===== src/rtl/zcv_pkg.sv =====
package zcv_pkg;

  typedef enum logic [1:0] {
    ZCV_MANUAL = 2'd0,
    ZCV_SEED   = 2'd1,
    ZCV_ACTIVE = 2'd2
  } zcv_mode_e;

  // Zero crossing: sign change against the previous sample, or an exact zero.
  function automatic logic zc_check(input logic prev_neg, input logic cur_neg,
                                    input logic cur_zero);
    return cur_zero || (prev_neg != cur_neg);
  endfunction

  // Length picked by a 2-bit select: base, 2*base, 4*base or 8*base.
  function automatic int unsigned sel_limit(input int unsigned base, input logic [1:0] sel);
    return base << sel;
  endfunction

endpackage


===== src/rtl/zcv_zero_detect.sv =====
module zcv_zero_detect #(
  parameter int DATA_W = 16
) (
  input  logic              clk,
  input  logic              rst_n,
  input  logic              tick,
  input  logic [DATA_W-1:0] sample,
  output logic              zc
);
  logic prev_neg_q;

  assign zc = tick && zcv_pkg::zc_check(prev_neg_q, sample[DATA_W-1], sample == '0);

  always_ff @(posedge clk or negedge rst_n) begin
    if (!rst_n)    prev_neg_q <= 1'b0;
    else if (tick) prev_neg_q <= sample[DATA_W-1];
  end
endmodule


===== src/rtl/zcv_sample_timer.sv =====
module zcv_sample_timer #(
  parameter int CW = 11
) (
  input  logic          clk,
  input  logic          rst_n,
  input  logic          clr,
  input  logic          run,
  input  logic          tick,
  input  logic [CW-1:0] limit,
  output logic          hit,
  output logic [CW-1:0] count
);
  assign hit = run && !clr && tick && (count == limit - 1'b1);

  always_ff @(posedge clk or negedge rst_n) begin
    if (!rst_n)           count <= '0;
    else if (clr || !run) count <= '0;
    else if (tick)        count <= hit ? '0 : count + 1'b1;
  end
endmodule


===== src/rtl/zcv_volume_ctrl.sv =====
module zcv_volume_ctrl #(
  parameter int              DATA_W    = 16,
  parameter int              GAIN_W    = 8,
  parameter int              ADDR_W    = 8,
  parameter logic [ADDR_W-1:0] ADDR_L  = 8'h09,
  parameter logic [ADDR_W-1:0] ADDR_R  = 8'h0C,
  parameter logic [GAIN_W-1:0] GAIN_DEF = 8'h91,
  parameter int              TMO_BASE  = 128,
  parameter int              WAIT_BASE = 32
) (
  input  logic              clk,
  input  logic              rst_n,
  input  logic              wr_en,
  input  logic [ADDR_W-1:0] wr_addr,
  input  logic [GAIN_W-1:0] wr_data,
  input  logic              smp_valid,
  input  logic [DATA_W-1:0] smp_l,
  input  logic [DATA_W-1:0] smp_r,
  input  logic              lvl_en,
  input  logic [GAIN_W-1:0] lvl_gain_l,
  input  logic [GAIN_W-1:0] lvl_gain_r,
  input  logic [1:0]        tmo_sel,
  input  logic [1:0]        wait_sel,
  output logic [GAIN_W-1:0] gain_l,
  output logic [GAIN_W-1:0] gain_r
);
  import zcv_pkg::*;

  localparam int NCH = 2;
  localparam int TCW = $clog2(TMO_BASE * 8) + 1;
  localparam int WCW = $clog2(WAIT_BASE * 8) + 1;

  zcv_mode_e mode_q;
  logic [NCH-1:0][GAIN_W-1:0] vol_q, vol_nxt, tgt_q, gain_q, lvl_gain_v;
  logic [NCH-1:0][DATA_W-1:0] smp_v;
  logic [NCH-1:0] pend_q, zc_evt, wr_hit, diff_wr, app;

  logic manual_open, start_evt, release_evt, seed_run, active_run, restart;
  logic tmo_hit, wait_hit;
  logic [TCW-1:0] tmo_lim, tmo_cnt;
  logic [WCW-1:0] wait_lim, wait_cnt;

  assign smp_v      = {smp_r, smp_l};
  assign lvl_gain_v = {lvl_gain_r, lvl_gain_l};
  assign gain_l     = gain_q[0];
  assign gain_r     = gain_q[1];

  // Mode events
  assign manual_open = (mode_q == ZCV_MANUAL) && !lvl_en;
  assign start_evt   = (mode_q == ZCV_MANUAL) && lvl_en;
  assign release_evt = (mode_q != ZCV_MANUAL) && !lvl_en;
  assign seed_run    = (mode_q == ZCV_SEED) && lvl_en;
  assign active_run  = (mode_q == ZCV_ACTIVE) && lvl_en;

  assign tmo_lim  = TCW'(sel_limit(TMO_BASE, tmo_sel));
  assign wait_lim = WCW'(sel_limit(WAIT_BASE, wait_sel));

  // Per-channel zero detectors and write decode
  for (genvar ch = 0; ch < NCH; ch++) begin : g_ch
    localparam logic [ADDR_W-1:0] CH_ADDR = (ch == 0) ? ADDR_L : ADDR_R;

    zcv_zero_detect #(.DATA_W(DATA_W)) u_zc (
      .clk    (clk),
      .rst_n  (rst_n),
      .tick   (smp_valid),
      .sample (smp_v[ch]),
      .zc     (zc_evt[ch])
    );

    assign wr_hit[ch]  = wr_en && (wr_addr == CH_ADDR);
    assign vol_nxt[ch] = wr_hit[ch] ? wr_data : vol_q[ch];
    assign diff_wr[ch] = manual_open && wr_hit[ch] && (wr_data != vol_q[ch]);
    assign app[ch]     = pend_q[ch] && (zc_evt[ch] || tmo_hit) && !diff_wr[ch]
                         && (manual_open || seed_run);
  end

  assign restart = (|diff_wr) || start_evt || release_evt;

  zcv_sample_timer #(.CW(TCW)) u_tmo (
    .clk   (clk),
    .rst_n (rst_n),
    .clr   (restart),
    .run   (|pend_q),
    .tick  (smp_valid),
    .limit (tmo_lim),
    .hit   (tmo_hit),
    .count (tmo_cnt)
  );

  zcv_sample_timer #(.CW(WCW)) u_wait (
    .clk   (clk),
    .rst_n (rst_n),
    .clr   (!active_run),
    .run   (active_run),
    .tick  (smp_valid),
    .limit (wait_lim),
    .hit   (wait_hit),
    .count (wait_cnt)
  );

  always_ff @(posedge clk or negedge rst_n) begin
    if (!rst_n) begin
      mode_q <= ZCV_MANUAL;
      vol_q  <= {NCH{GAIN_DEF}};
      tgt_q  <= {NCH{GAIN_DEF}};
      gain_q <= {NCH{GAIN_DEF}};
      pend_q <= '0;
    end else begin
      vol_q <= vol_nxt;
      for (int ch = 0; ch < NCH; ch++) begin
        if (start_evt) begin
          tgt_q[ch]  <= vol_nxt[0];
          pend_q[ch] <= 1'b1;
        end else if (release_evt) begin
          tgt_q[ch]  <= vol_nxt[ch];
          pend_q[ch] <= 1'b1;
        end else if (diff_wr[ch]) begin
          tgt_q[ch]  <= wr_data;
          pend_q[ch] <= 1'b1;
        end else if (app[ch]) begin
          gain_q[ch] <= tgt_q[ch];
          pend_q[ch] <= 1'b0;
        end else if (active_run && wait_hit) begin
          gain_q[ch] <= lvl_gain_v[ch];
        end
      end
      if (start_evt)                            mode_q <= ZCV_SEED;
      else if (release_evt)                     mode_q <= ZCV_MANUAL;
      else if (seed_run && ((pend_q & ~app) == '0)) mode_q <= ZCV_ACTIVE;
    end
  end
endmodule


===== config.mk =====
export PLATFORM = sky130hd
export DESIGN_NAME = zcv_volume_ctrl
export DESIGN_NICKNAME = d
export VERILOG_FILES = /design/src/rtl/zcv_pkg.sv /design/src/rtl/zcv_zero_detect.sv /design/src/rtl/zcv_sample_timer.sv /design/src/rtl/zcv_volume_ctrl.sv
export SDC_FILE = /design/constraint.sdc
export NUM_CORES = 1
export LEC_CHECK = 0
export ABC_AREA = 1
export BUFFER_PORTS_ARGS = -buffer_cell sky130_fd_sc_hd__buf_2
export CAP_MARGIN = 0
export CORE_ASPECT_RATIO = 0.7
export CORE_MARGIN = 5
export CORE_UTILIZATION = 59
export CTS_CLUSTER_SIZE = 8
export DETAILED_ROUTE_END_ITERATION = 10
export GPL_ROUTABILITY_DRIVEN = 1
export MAX_ROUTING_LAYER = met4
export PLACE_DENSITY_LB_ADDON = 0.05
export REMOVE_ABC_BUFFERS = 1
export SLEW_MARGIN = 15
export SYNTH_ARGS = -nofsm -noshare
export SYNTH_HDL_FRONTEND = slang
export SYNTH_SLANG_ARGS = --single-unit

===== constraint.sdc =====
create_clock -name clk -period 6.6 [get_ports clk]
set_input_delay 0.33 -clock clk [delete_from_list [all_inputs] [get_ports clk]]
set_output_delay 0.33 -clock clk [all_outputs]
set_load 0.02 [all_outputs]

==> results of run 1 <==
routing by layer:
layer / GRT usage / vias to the layer above / share of wire
li1: - / 1884 / -
met1: 0.357 / 1789 / 0.45
met2: 0.392 / 138 / 0.45
met3: 0.0723 / 21 / 0.083
met4: 0.0615 / 0 / 0.012
met5: - / - / 0
where the power goes:
group	internal [mW]	switching (mW)	total [mW]
Combinational	0.196	0.379	0.575
Clock	0.147	0.175	0.322
Sequential	0.602	0.0690	0.671
Total	0.945	0.623	1.57
final cells by class:
| class | count | area (um2) | share of cell area |
|---|---|---|---|
| inverter | 66 | 248 | 0.0514 |
| multi-input combinational | 374 | 1960 | 0.406 |
| clock inverter | 6 | 41.3 | 0.00856 |
| sequential | 74 | 1870 | 0.389 |
| clock buffer | 10 | 138 | 0.0285 |
| tap | 94 | 118 | 0.0244 |
| timing repair buffer | 89 | 448 | 0.0929 |
per-stage QoR:
step                      setup slack, ns  cells  area (um2)
after floorplan                      4.34    514        4080
after global placement               4.14    697        4640
after detailed placement             3.91    697        4640
after CTS                            3.86    713        4820
after global routing                 3.54    713        4820
final                                3.85    713        4820
cells in the mapped netlist:
cell,count,area (um2)
nand2_4,6,67.6
o22ai_1,7,43.8
o21a_1,8,60.1
o32ai_1,1,8.76
a221oi_1,3,26.3
dfrtp_1,56,1400
dfstp_2,18,473
a21oi_1,25,125
inv_2,8,30.0
xor2_1,11,96.3
o21ai_1,23,115
nand4_1,4,25.0
nand3b_1,2,15.0
a32oi_1,1,8.76
xnor2_1,13,114
a32o_1,1,10.0
a31oi_1,4,25.0
or2_1,2,12.5
buf_2,2,10.0
nor3_1,7,35.0
nand3_4,1,17.5
a41oi_1,5,43.8
clkbuf_1,8,30.0
nor2_1,49,184
nand2_1,144,541
nand3_1,19,95.1
inv_1,58,218
a21boi_4,2,37.5
o21ai_0,18,90.1
buf_6,2,22.5
nor2_4,1,11.3
o211ai_1,2,15.0
ha_1,5,62.6
nor2_2,2,12.5
nor4_1,6,37.5
nor3_2,2,20.0
flip-flops by register name, summed over array words and instances (netlist names):
name / cells
g_ch.u_zc.prev_neg_q: 2
mode_q: 2
pend_q: 2
vol_q: 16
gain_r: 8
u_tmo.count: 11
gain_l: 8
tgt_q: 16
u_wait.count: 9
cells by family (layout without fill, tap and decap cells):
family | Yosys count | count (layout) | share of synthesized area
adders and majority gates | 5 | 5 | 0.0151
DFF | 74 | 74 | 0.453
AOI/OAI and AO/OA | 100 | 100 | 0.147
buffers and inverters | 78 | 171 | 0.0749
xor gates and xnor gates | 24 | 24 | 0.0508
and+or+nand+nor | 245 | 245 | 0.259
cells in the final DEF, fill, tap and decap left out, drive strengths merged:
master | netlist | final
a21boi | 2 | 2
a31oi | 4 | 4
inv | 66 | 67
o22ai | 7 | 7
nor3 | 9 | 9
dfrtp | 56 | 56
nand3b | 2 | 2
xnor2 | 13 | 13
o21ai | 41 | 41
a32oi | 1 | 1
nor2 | 52 | 52
nand4 | 4 | 4
clkbuf | 8 | 10
a221oi | 3 | 3
a21oi | 25 | 25
nand3 | 20 | 20
o21a | 8 | 8
nand2 | 150 | 150
clkinv | 0 | 5
a41oi | 5 | 5
nor4 | 6 | 6
buf | 4 | 89
a32o | 1 | 1
dfstp | 18 | 18
o211ai | 2 | 2
ha | 5 | 5
or2 | 2 | 2
o32ai | 1 | 1
xor2 | 11 | 11
worst min-delay path by stage:
stage,startpoint,endpoint,cells past startpoint,slack (ns)
finish,rst_n,u_wait.count[5],2,0.17
global route,smp_l[15],g_ch[0].u_zc.prev_neg_q,3,0.20
CTS,rst_n,u_wait.count[5],2,0.22
detailed placement,tgt_q[15],tgt_q[15],2,0.48
global placement,gain_r[0],gain_r[0],2,0.46
floorplan,rst_n,g_ch[0].u_zc.prev_neg_q,0,0.03
==> out/results.txt, run 1 <==
Syn Std Cell Area: 4140 um2
utilization of the core after routing: 0.710
Clock H-tree levels: 3
detailed router's first-iteration violation count: 343
Critical Path Most Common Cell: nand2_4
average cell area after synthesis: 7.87 um2
number of global-route vias before repair: 3656
Inserted Diodes: 0
routed wire length: 10700 um
count of filler cells inserted in the layout: 586
floorplan row count: 25
CP Buf/Inv Count: 1
final setup violation count: 0
via count: 3832
Crit path required time: 6.88 ns
clock tree root buffer cell: clkbuf_8
post-layout total power: 1.57 mW
depth of the most critical reg-to-reg path: 12
actual slew at the worst max-slew pin: 0.931 ns
fin. max-slew vios: 0
worst r2r dst: gain_r[0]
leftover overflow at the end of global routing: 0
antenna violations before repair: 0
Slowest-stage cell, CP: dfrtp_1
effective utilization at floorplan: 0.610
cell depth of the worst setup path: 12
crit path capture: gain_r[0]
Critical Path Start Type: flop
Post-layout nets: 692
smallest hold slack: 0.173 ns
total clock sinks: 74
Remaining DRCs: 0
Synth cell types: 36
Crit. Startpoint: mode_q[0]
Yosys Warn Count: 0
fin crit share: 0.417
class of the tightest hold or removal check: input port to async pin
final-layout setup total negative slack: 0 ns
maximum buffer depth of the clock tree: 2
post-CTS repair timing setup buffer count: 0
reg2reg setup slack: 3.85 ns
number of detailed-route iterations in the first pass: 5
number of storage elements in the synthesis netlist: 74
half-perimeter wire length after detailed placement: 8250 um
area added between synthesis and finish: 16.5%
first-pass GRT wire length: 17400 um
clk slew on worst S/H paths: 0.08 ns
critical path's top delay family: simple AND/OR/NAND/NOR gates
cell count after synthesis: 526
global-route total usage across every layer: 0.262
clock insertion delay at the later pin of the skew report: 0.35 ns
cts repair resizes: 0
antenna violation net count after detailed routing: 0
detail-routed via count per cell: 5.37
remaining max-slew budget at the tightest pin: 0.380
height of the chip: 80.1 um
TritonCTS clock tree: done
Leakage Power: 2.33 nW
share of post-route cells with drive strength above 1: 0.234
largest net degree at the start of global routing: 75
peak supply drop: 0.226 mV
category of the worst setup path capture point: flop
mean routed wirelength per cell: 15.0 um
critical path peak fanout: 16
Worst Path Class, Setup: flop to flop
Placer Congestion: 0.927
ordered cell list for the critical path: nor2_1, inv_1, ha_1, nor2_2, nand2_4, nor2_4, nand3_4, nand2_4, nand2_4, a21boi_4, nand2_1, o21ai_1
f_max: 0.363 GHz
share of synthesized area occupied by flip-flops and latches: 0.453
largest clock skew in the final design: 0.00836 ns
total count of hold-check failures in the final report: 0
die outline width: 110 um
Inserted Clock Buffers: 9
overall die area: 8820 um2
Post-CTS Hold Fix Bufs: 0
placeable core region: 6790 um2
CP arrival: 3.03 ns
r2r startpoint: mode_q[0]
delay of the slowest critical-path stage: 0.41 ns
power per cell area: 325 nW/um2
outcome: finished, final reports clean
unrepaired setup endpoints after global routing: no
count of input and output buffers: 88
time the worst path needs with I/O delays and setup: 2.75 ns
num ports: 89
MaxCap Viol Count: 0
Note: power is estimated with default switching activity, not from simulation.
==> inputs of run 2 (changes only) <==
--- a/config.mk
+++ b/config.mk
@@ -10,7 +10,7 @@
 export CAP_MARGIN = 0
 export CORE_ASPECT_RATIO = 0.7
 export CORE_MARGIN = 5
-export CORE_UTILIZATION = 59
+export CORE_UTILIZATION = 55
 export CTS_CLUSTER_SIZE = 8
 export DETAILED_ROUTE_END_ITERATION = 10
 export GPL_ROUTABILITY_DRIVEN = 1
==> constraint.sdc (replaced) <==
create_clock -name clk -period 2.9 [get_ports clk]
set_input_delay 0.145 -clock clk [delete_from_list [all_inputs] [get_ports clk]]
set_output_delay 0.145 -clock clk [all_outputs]
set_load 0.02 [all_outputs]
==> run 2 against run 1 <==
Against the previous run: global-route usage down 1.5 points; clock power rose to 3.1 times the previous value; design area up 2.4%; maximum frequency up 11%; routed wire length down 1.7%; setup slack worse by 3.4 ns; critical path type unchanged; critical endpoint is now gain_r[7].
==> out/results.txt, run 2 (synthesis results as in run 1) <==
time the worst path needs with I/O delays and setup: 2.48 ns (-0.271 ns)
maximum buffer depth of the clock tree: 2 (unchanged)
number of global-route vias before repair: 3787 (+3.6%)
global-route total usage across every layer: 0.247 (-0.0150)
power per cell area: 778 nW/um2 (+140%)
clock tree root buffer cell: clkbuf_8
crit path capture: gain_r[7]
non-filler instance count after layout: 721 (+1.1%)
floorplan row count: 26 (+4.0%)
Post-Layout Inst Area: 4940 um2 (+2.4%)
antenna violations before repair: 0 (unchanged)
total clock sinks: 74 (unchanged)
commonest non-fill, non-tap cells in the layout: nand2_1, buf_2, inv_1
critical path peak fanout: 16 (unchanged)
TritonCTS clock tree: done
number of placed cells counting well taps: 704 (+1.0%)
share of post-route cells with drive strength above 1: 0.234 (about the same)
mean routed wirelength per cell: 14.5 um (-2.8%)
final setup violation count: 0 (unchanged)
num ports: 89 (unchanged)
worst r2r dst: gain_r[7]
antenna violation net count after detailed routing: 0 (unchanged)
delay of the slowest critical-path stage: 0.54 ns (+0.13 ns)
fin. max-slew vios: 0 (unchanged)
post-layout total power: 3.84 mW (+150%)
Inserted Clock Buffers: 9 (unchanged)
placeable core region: 7320 um2 (+7.8%)
largest net degree at the start of global routing: 75 (unchanged)
overall die area: 9390 um2 (+6.5%)
first-pass GRT wire length: 17900 um (+2.8%)
r2r startpoint: vol_q[12]
Critical Path Most Common Cell: nand2_1
via count: 3816 (-0.42%)
utilization of the core after routing: 0.675 (-0.0359)
total count of hold-check failures in the final report: 0 (unchanged)
fin crit share: 0.856 (+0.439)
Crit path required time: 3.17 ns (-3.71 ns)
height of the chip: 82.6 um (+3.1%)
Inserted Diodes: 0 (unchanged)
post-CTS repair timing setup buffer count: 0 (unchanged)
Slowest-stage cell, CP: dfstp_2
f_max: 0.403 GHz (+11%)
MaxCap Viol Count: 0 (unchanged)
Worst Path Class, Setup: flop to flop
area added between synthesis and finish: 19.3%
largest registers: tgt_q: 16 flops, vol_q: 16 flops, u_tmo.count: 11 flops
remaining max-slew budget at the tightest pin: 0.553 (+0.173)
depth of the most critical reg-to-reg path: 11 (-1)
count of filler cells inserted in the layout: 660 (+13%)
Clock H-tree levels: 3 (unchanged)
detailed router's first-iteration violation count: 396 (+15%)
unrepaired setup endpoints after global routing: no
count of input and output buffers: 88 (unchanged)
worst slack, placed: 0.475 ns (-3.43 ns)
actual slew at the worst max-slew pin: 0.663 ns (-0.267 ns)
die outline width: 114 um (+3.2%)
Remaining DRCs: 0 (unchanged)
final-layout setup total negative slack: 0 ns (unchanged)
most common cell after layout, fill and taps aside: nand2_1
clock insertion delay at the later pin of the skew report: 0.34 ns (about the same)
CP arrival: 2.75 ns (-0.28 ns)
category of the worst setup path capture point: flop
placed instance area: 4680 um2 (+0.86%)
smallest hold slack: 0.0400 ns (-0.133 ns)
number of detailed-route iterations in the first pass: 7 (+2)
peak supply drop: 0.525 mV (+130%)
detail-routed via count per cell: 5.29 (-1.5%)
class of the tightest hold or removal check: input port to flop
half-perimeter wire length after detailed placement: 8000 um (-3.0%)
outcome: finished, final reports clean
Post-layout nets: 696 (+0.58%)
largest clock skew in the final design: 0.00815 ns (-0.000208 ns)
effective utilization at floorplan: 0.566 (-0.0443)
reg2reg setup slack: 0.42 ns (-3.43 ns)
Crit. Startpoint: vol_q[12]
Critical Path Start Type: flop
Placer Congestion: 0.895 (-3.5%)
clk slew on worst S/H paths: 0.08 ns (about the same)
ordered cell list for the critical path: xnor2_1, nand2_1, nor2_1, nand2_1, nand2_1, inv_1, nor3_2, nand2_4, a21boi_4, nor2_1, a21oi_1
Leakage Power: 2.38 nW (+2.1%)
leftover overflow at the end of global routing: 0 (unchanged)
routed wire length: 10500 um (-1.7%)
slack of the critical path: 0.419 ns (-3.43 ns)
[run 2: cell types whose count changed in the layout (fill, tap and decap cells not counted)]
| cell | change |
|---|---|
| bufinv_16 | +3 |
| clkinv_2 | -3 |
| buf_4 | +2 |
| clkbuf_1 | +2 |
| buf_12 | +1 |
| clkinv_4 | -1 |
| dlygate4sd3_1 | +1 |
| inv_6 | -1 |
[run 2: where the power goes]
group	switching (mW)	internal [mW]	leakage, nW	total, mW
sequential	0.154	1.37	0.905	1.52
combinational	0.869	0.465	1.35	1.33
clock	0.387	0.598	0.121	0.985
[run 2: final cells by class]
| class | count | area (um2) | share of cell area |
|---|---|---|---|
| sequential | 74 | 1870 | 0.380 |
| inverter | 66 | 248 | 0.0502 |
| multi-input combinational | 374 | 1960 | 0.396 |
| clock buffer | 12 | 145 | 0.0294 |
| timing repair buffer | 93 | 493 | 0.0998 |
| tap | 98 | 123 | 0.0248 |
| clock inverter | 4 | 98.8 | 0.0200 |
[run 2: worst min-delay path by stage]
stage               from                       to  slack, ns  cells after the start
2_1_floorplan      rst_n  g_ch[0].u_zc.prev_neg_q      -0.15                      0
3_3_place_gp       rst_n          u_wait.count[5]       0.21                      2
3_5_place_dp       rst_n          u_wait.count[5]       0.20                      2
4_1_cts        smp_l[15]  g_ch[0].u_zc.prev_neg_q       0.03                      3
5_1_grt        smp_l[15]  g_ch[0].u_zc.prev_neg_q       0.03                      3
6_report       smp_l[15]  g_ch[0].u_zc.prev_neg_q       0.04                      3
[run 2: what timing repair did]
item,4_1_cts,5_1_grt
hold buffers,1,0
resized for setup,0,0
hold endpoints to repair,56,0
[run 2: routing by layer]
metal	GRT usage	share of wire
met1	0.334	0.47
met3	0.0699	0.078
met4	0.0600	0.0085
met5	-	0
met2	0.369	0.44
[run 2: worst max-delay path: cells and delay by family (launching register included)]
family / cells / cell delay (ns)
compound gates: 2 / 0.54
xor+xnor: 1 / 0.12
buf+inv: 1 / 0.11
flops: 1 / 0.54
simple gates: 7 / 1.09
==> inputs of run 3 (changes only) <==
==> constraint.sdc (replaced) <==
create_clock -name clk -period 2.7 [get_ports clk]
set_input_delay 0.135 -clock clk [delete_from_list [all_inputs] [get_ports clk]]
set_output_delay 0.135 -clock clk [all_outputs]
set_load 0.02 [all_outputs]
==> run 3 against run 2 <==
Against the previous run: clock power up 8%; critical path depth grew 4; highest routed layer unchanged; flip-flop and latch count did not move; utilization is 0.51 points higher; design area rose by 0.76%; via count grew 1.6%.
==> out/results.txt, run 3 (synthesis results as in run 1) <==
depth of the most critical reg-to-reg path: 15 (+4)
final setup violation count: 0 (unchanged)
half-perimeter wire length after detailed placement: 8190 um (+2.4%)
number of placed cells counting well taps: 708 (+0.57%)
share of post-route cells with drive strength above 1: 0.240 (+0.00610)
largest registers: tgt_q: 16 flops, vol_q: 16 flops, u_tmo.count: 11 flops
via count: 3876 (+1.6%)
Post-Layout Inst Area: 4970 um2 (+0.76%)
total count of hold-check failures in the final report: 0 (unchanged)
detail-routed via count per cell: 5.34 (+0.87%)
placeable core region: 7320 um2 (unchanged)
time the worst path needs with I/O delays and setup: 2.40 ns (-0.0792 ns)
power per cell area: 832 nW/um2 (+6.9%)
count of filler cells inserted in the layout: 622 (-5.8%)
placed instance area: 4700 um2 (+0.37%)
total clock sinks: 74 (unchanged)
effective utilization at floorplan: 0.566 (unchanged)
Critical Path Start Type: flop
count of input and output buffers: 88 (unchanged)
Crit path required time: 2.95 ns (-0.22 ns)
Post-layout nets: 701 (+0.72%)
fin crit share: 0.890 (+0.0340)
final-layout setup total negative slack: 0 ns (unchanged)
category of the worst setup path capture point: flop
number of detailed-route iterations in the first pass: 5 (-2)
largest net degree at the start of global routing: 33 (-56%)
height of the chip: 82.6 um (unchanged)
TritonCTS clock tree: done
actual slew at the worst max-slew pin: 0.737 ns (+0.0732 ns)
non-filler instance count after layout: 726 (+0.69%)
peak supply drop: 0.649 mV (+24%)
die outline width: 114 um (unchanged)
num ports: 89 (unchanged)
area occupied by registers: 1870 um2 (unchanged)
Placer Congestion: 0.849 (-5.1%)
Clock H-tree levels: 3 (unchanged)
worst slack, placed: 0.305 ns (-0.170 ns)
antenna violation net count after detailed routing: 0 (unchanged)
largest clock skew in the final design: 0.00580 ns (-0.00235 ns)
f_max: 0.416 GHz (+3.3%)
critical path peak fanout: 17 (+1)
worst r2r dst: mode_q[0]
clk slew on worst S/H paths: 0.08 ns (about the same)
slack of the critical path: 0.298 ns (-0.121 ns)
routed wire length: 10600 um (+1.6%)
unrepaired setup endpoints after global routing: no
area of the multi-input gates: 1960 um2 (unchanged)
remaining max-slew budget at the tightest pin: 0.509 (-0.0441)
maximum buffer depth of the clock tree: 2 (unchanged)
leftover overflow at the end of global routing: 0 (unchanged)
cts repair resizes: 0 (unchanged)
reg2reg setup slack: 0.30 ns (-0.12 ns)
global-route total usage across every layer: 0.249 (+0.00243)
r2r startpoint: mode_q[0]
class of the tightest hold or removal check: input port to flop
first-pass GRT wire length: 17700 um (-1.1%)
overall die area: 9390 um2 (unchanged)
number of global-route vias before repair: 3679 (-2.9%)
outcome: finished, final reports clean
commonest non-fill, non-tap cells in the layout: nand2_1, buf_2, inv_1
post-layout total power: 4.14 mW (+7.7%)
MaxCap Viol Count: 0 (unchanged)
floorplan row count: 26 (unchanged)
detailed router's first-iteration violation count: 299 (-24%)
Inserted Diodes: 0 (unchanged)
antenna violations before repair: 0 (unchanged)
Remaining DRCs: 0 (unchanged)
Inserted Clock Buffers: 9 (unchanged)
crit path capture: mode_q[0]
Crit. Startpoint: mode_q[0]
Leakage Power: 2.40 nW (+1.0%)
area added between synthesis and finish: 20.2%
clock tree root buffer cell: clkbuf_8
Worst Path Class, Setup: flop to flop
mean routed wirelength per cell: 14.7 um (+0.87%)
fin. max-slew vios: 0 (unchanged)
clock insertion delay at the later pin of the skew report: 0.35 ns (about the same)
depth of the worst hold-timing path: 3 (unchanged)
most common cell after layout, fill and taps aside: nand2_1
CP arrival: 2.65 ns (-0.10 ns)
## run 3: cell types whose count changed in the layout (fill, tap and decap cells not counted), sizes merged
cell,previous run,this run
buf,92,97
## run 3: worst min-delay path by stage
| stage | start | to | slack [ns] |
|---|---|---|---|
| after detailed placement | rst_n | u_wait.count[5] | 0.24 |
| after CTS | smp_r[15] | g_ch[1].u_zc.prev_neg_q | 0.02 |
| after global routing | smp_l[15] | g_ch[0].u_zc.prev_neg_q | 0.02 |
| final | smp_r[15] | g_ch[1].u_zc.prev_neg_q | 0.02 |
| after global placement | rst_n | u_wait.count[5] | 0.23 |
| after floorplan | rst_n | g_ch[0].u_zc.prev_neg_q | -0.16 |
## run 3: layer usage
layer  share of wire  track usage  wire [um]  vias up
met5               0            -          0        -
met4           0.016       0.0780        169        0
met3           0.060       0.0554        639       16
met2            0.45        0.371       4760      124
met1            0.48        0.341       5080     1830
li1                -            -          -     1906
## run 3: repair_timing
| item | 4_1_cts | 5_1_grt |
|---|---|---|
| buffers inserted | 0 | 1 |
| endpoints found under the setup margin | 0 | 3 |
| hold endpoints to repair | 22 | 0 |
| hold buffers | 1 | 0 |
## run 3: cell type report
class | count | share of cell area
Multi-Input combinational cell | 374 | 0.393
Sequential cell | 74 | 0.377
Timing Repair Buffer | 98 | 0.107
Inverter | 66 | 0.0498
Clock buffer | 12 | 0.0292
Tap cell | 98 | 0.0246
Clock inverter | 4 | 0.0199
## run 3: metrics by stage
stage | hold slack [ns] | util
after floorplan | -0.161 | -
after global placement | 0.234 | 0.642
after detailed placement | 0.240 | 0.642
after CTS | 0.0188 | 0.677
after global routing | 0.0184 | 0.680
final | 0.0182 | 0.680
## run 3: power breakdown
part	internal, mW	switching (mW)	leakage (nW)
sequential	1.47	0.165	0.905
clock	0.642	0.417	0.121
combinational	0.514	0.928	1.38
## run 3: worst max-delay path: stages (launching register included)
cell and delay (ns):
dfrtp_1 0.41, nor2_1 0.21, ha_1 0.22, inv_1 0.06, nor3_1 0.31, nand2_4 0.12
nand2_4 0.17, nor2_4 0.07, nand3_4 0.08, nand2_4 0.07, nand2_4 0.17, nand2_1 0.12
nand3_1 0.12, nand2_1 0.06, nand2_1 0.05, nand2_1 0.04
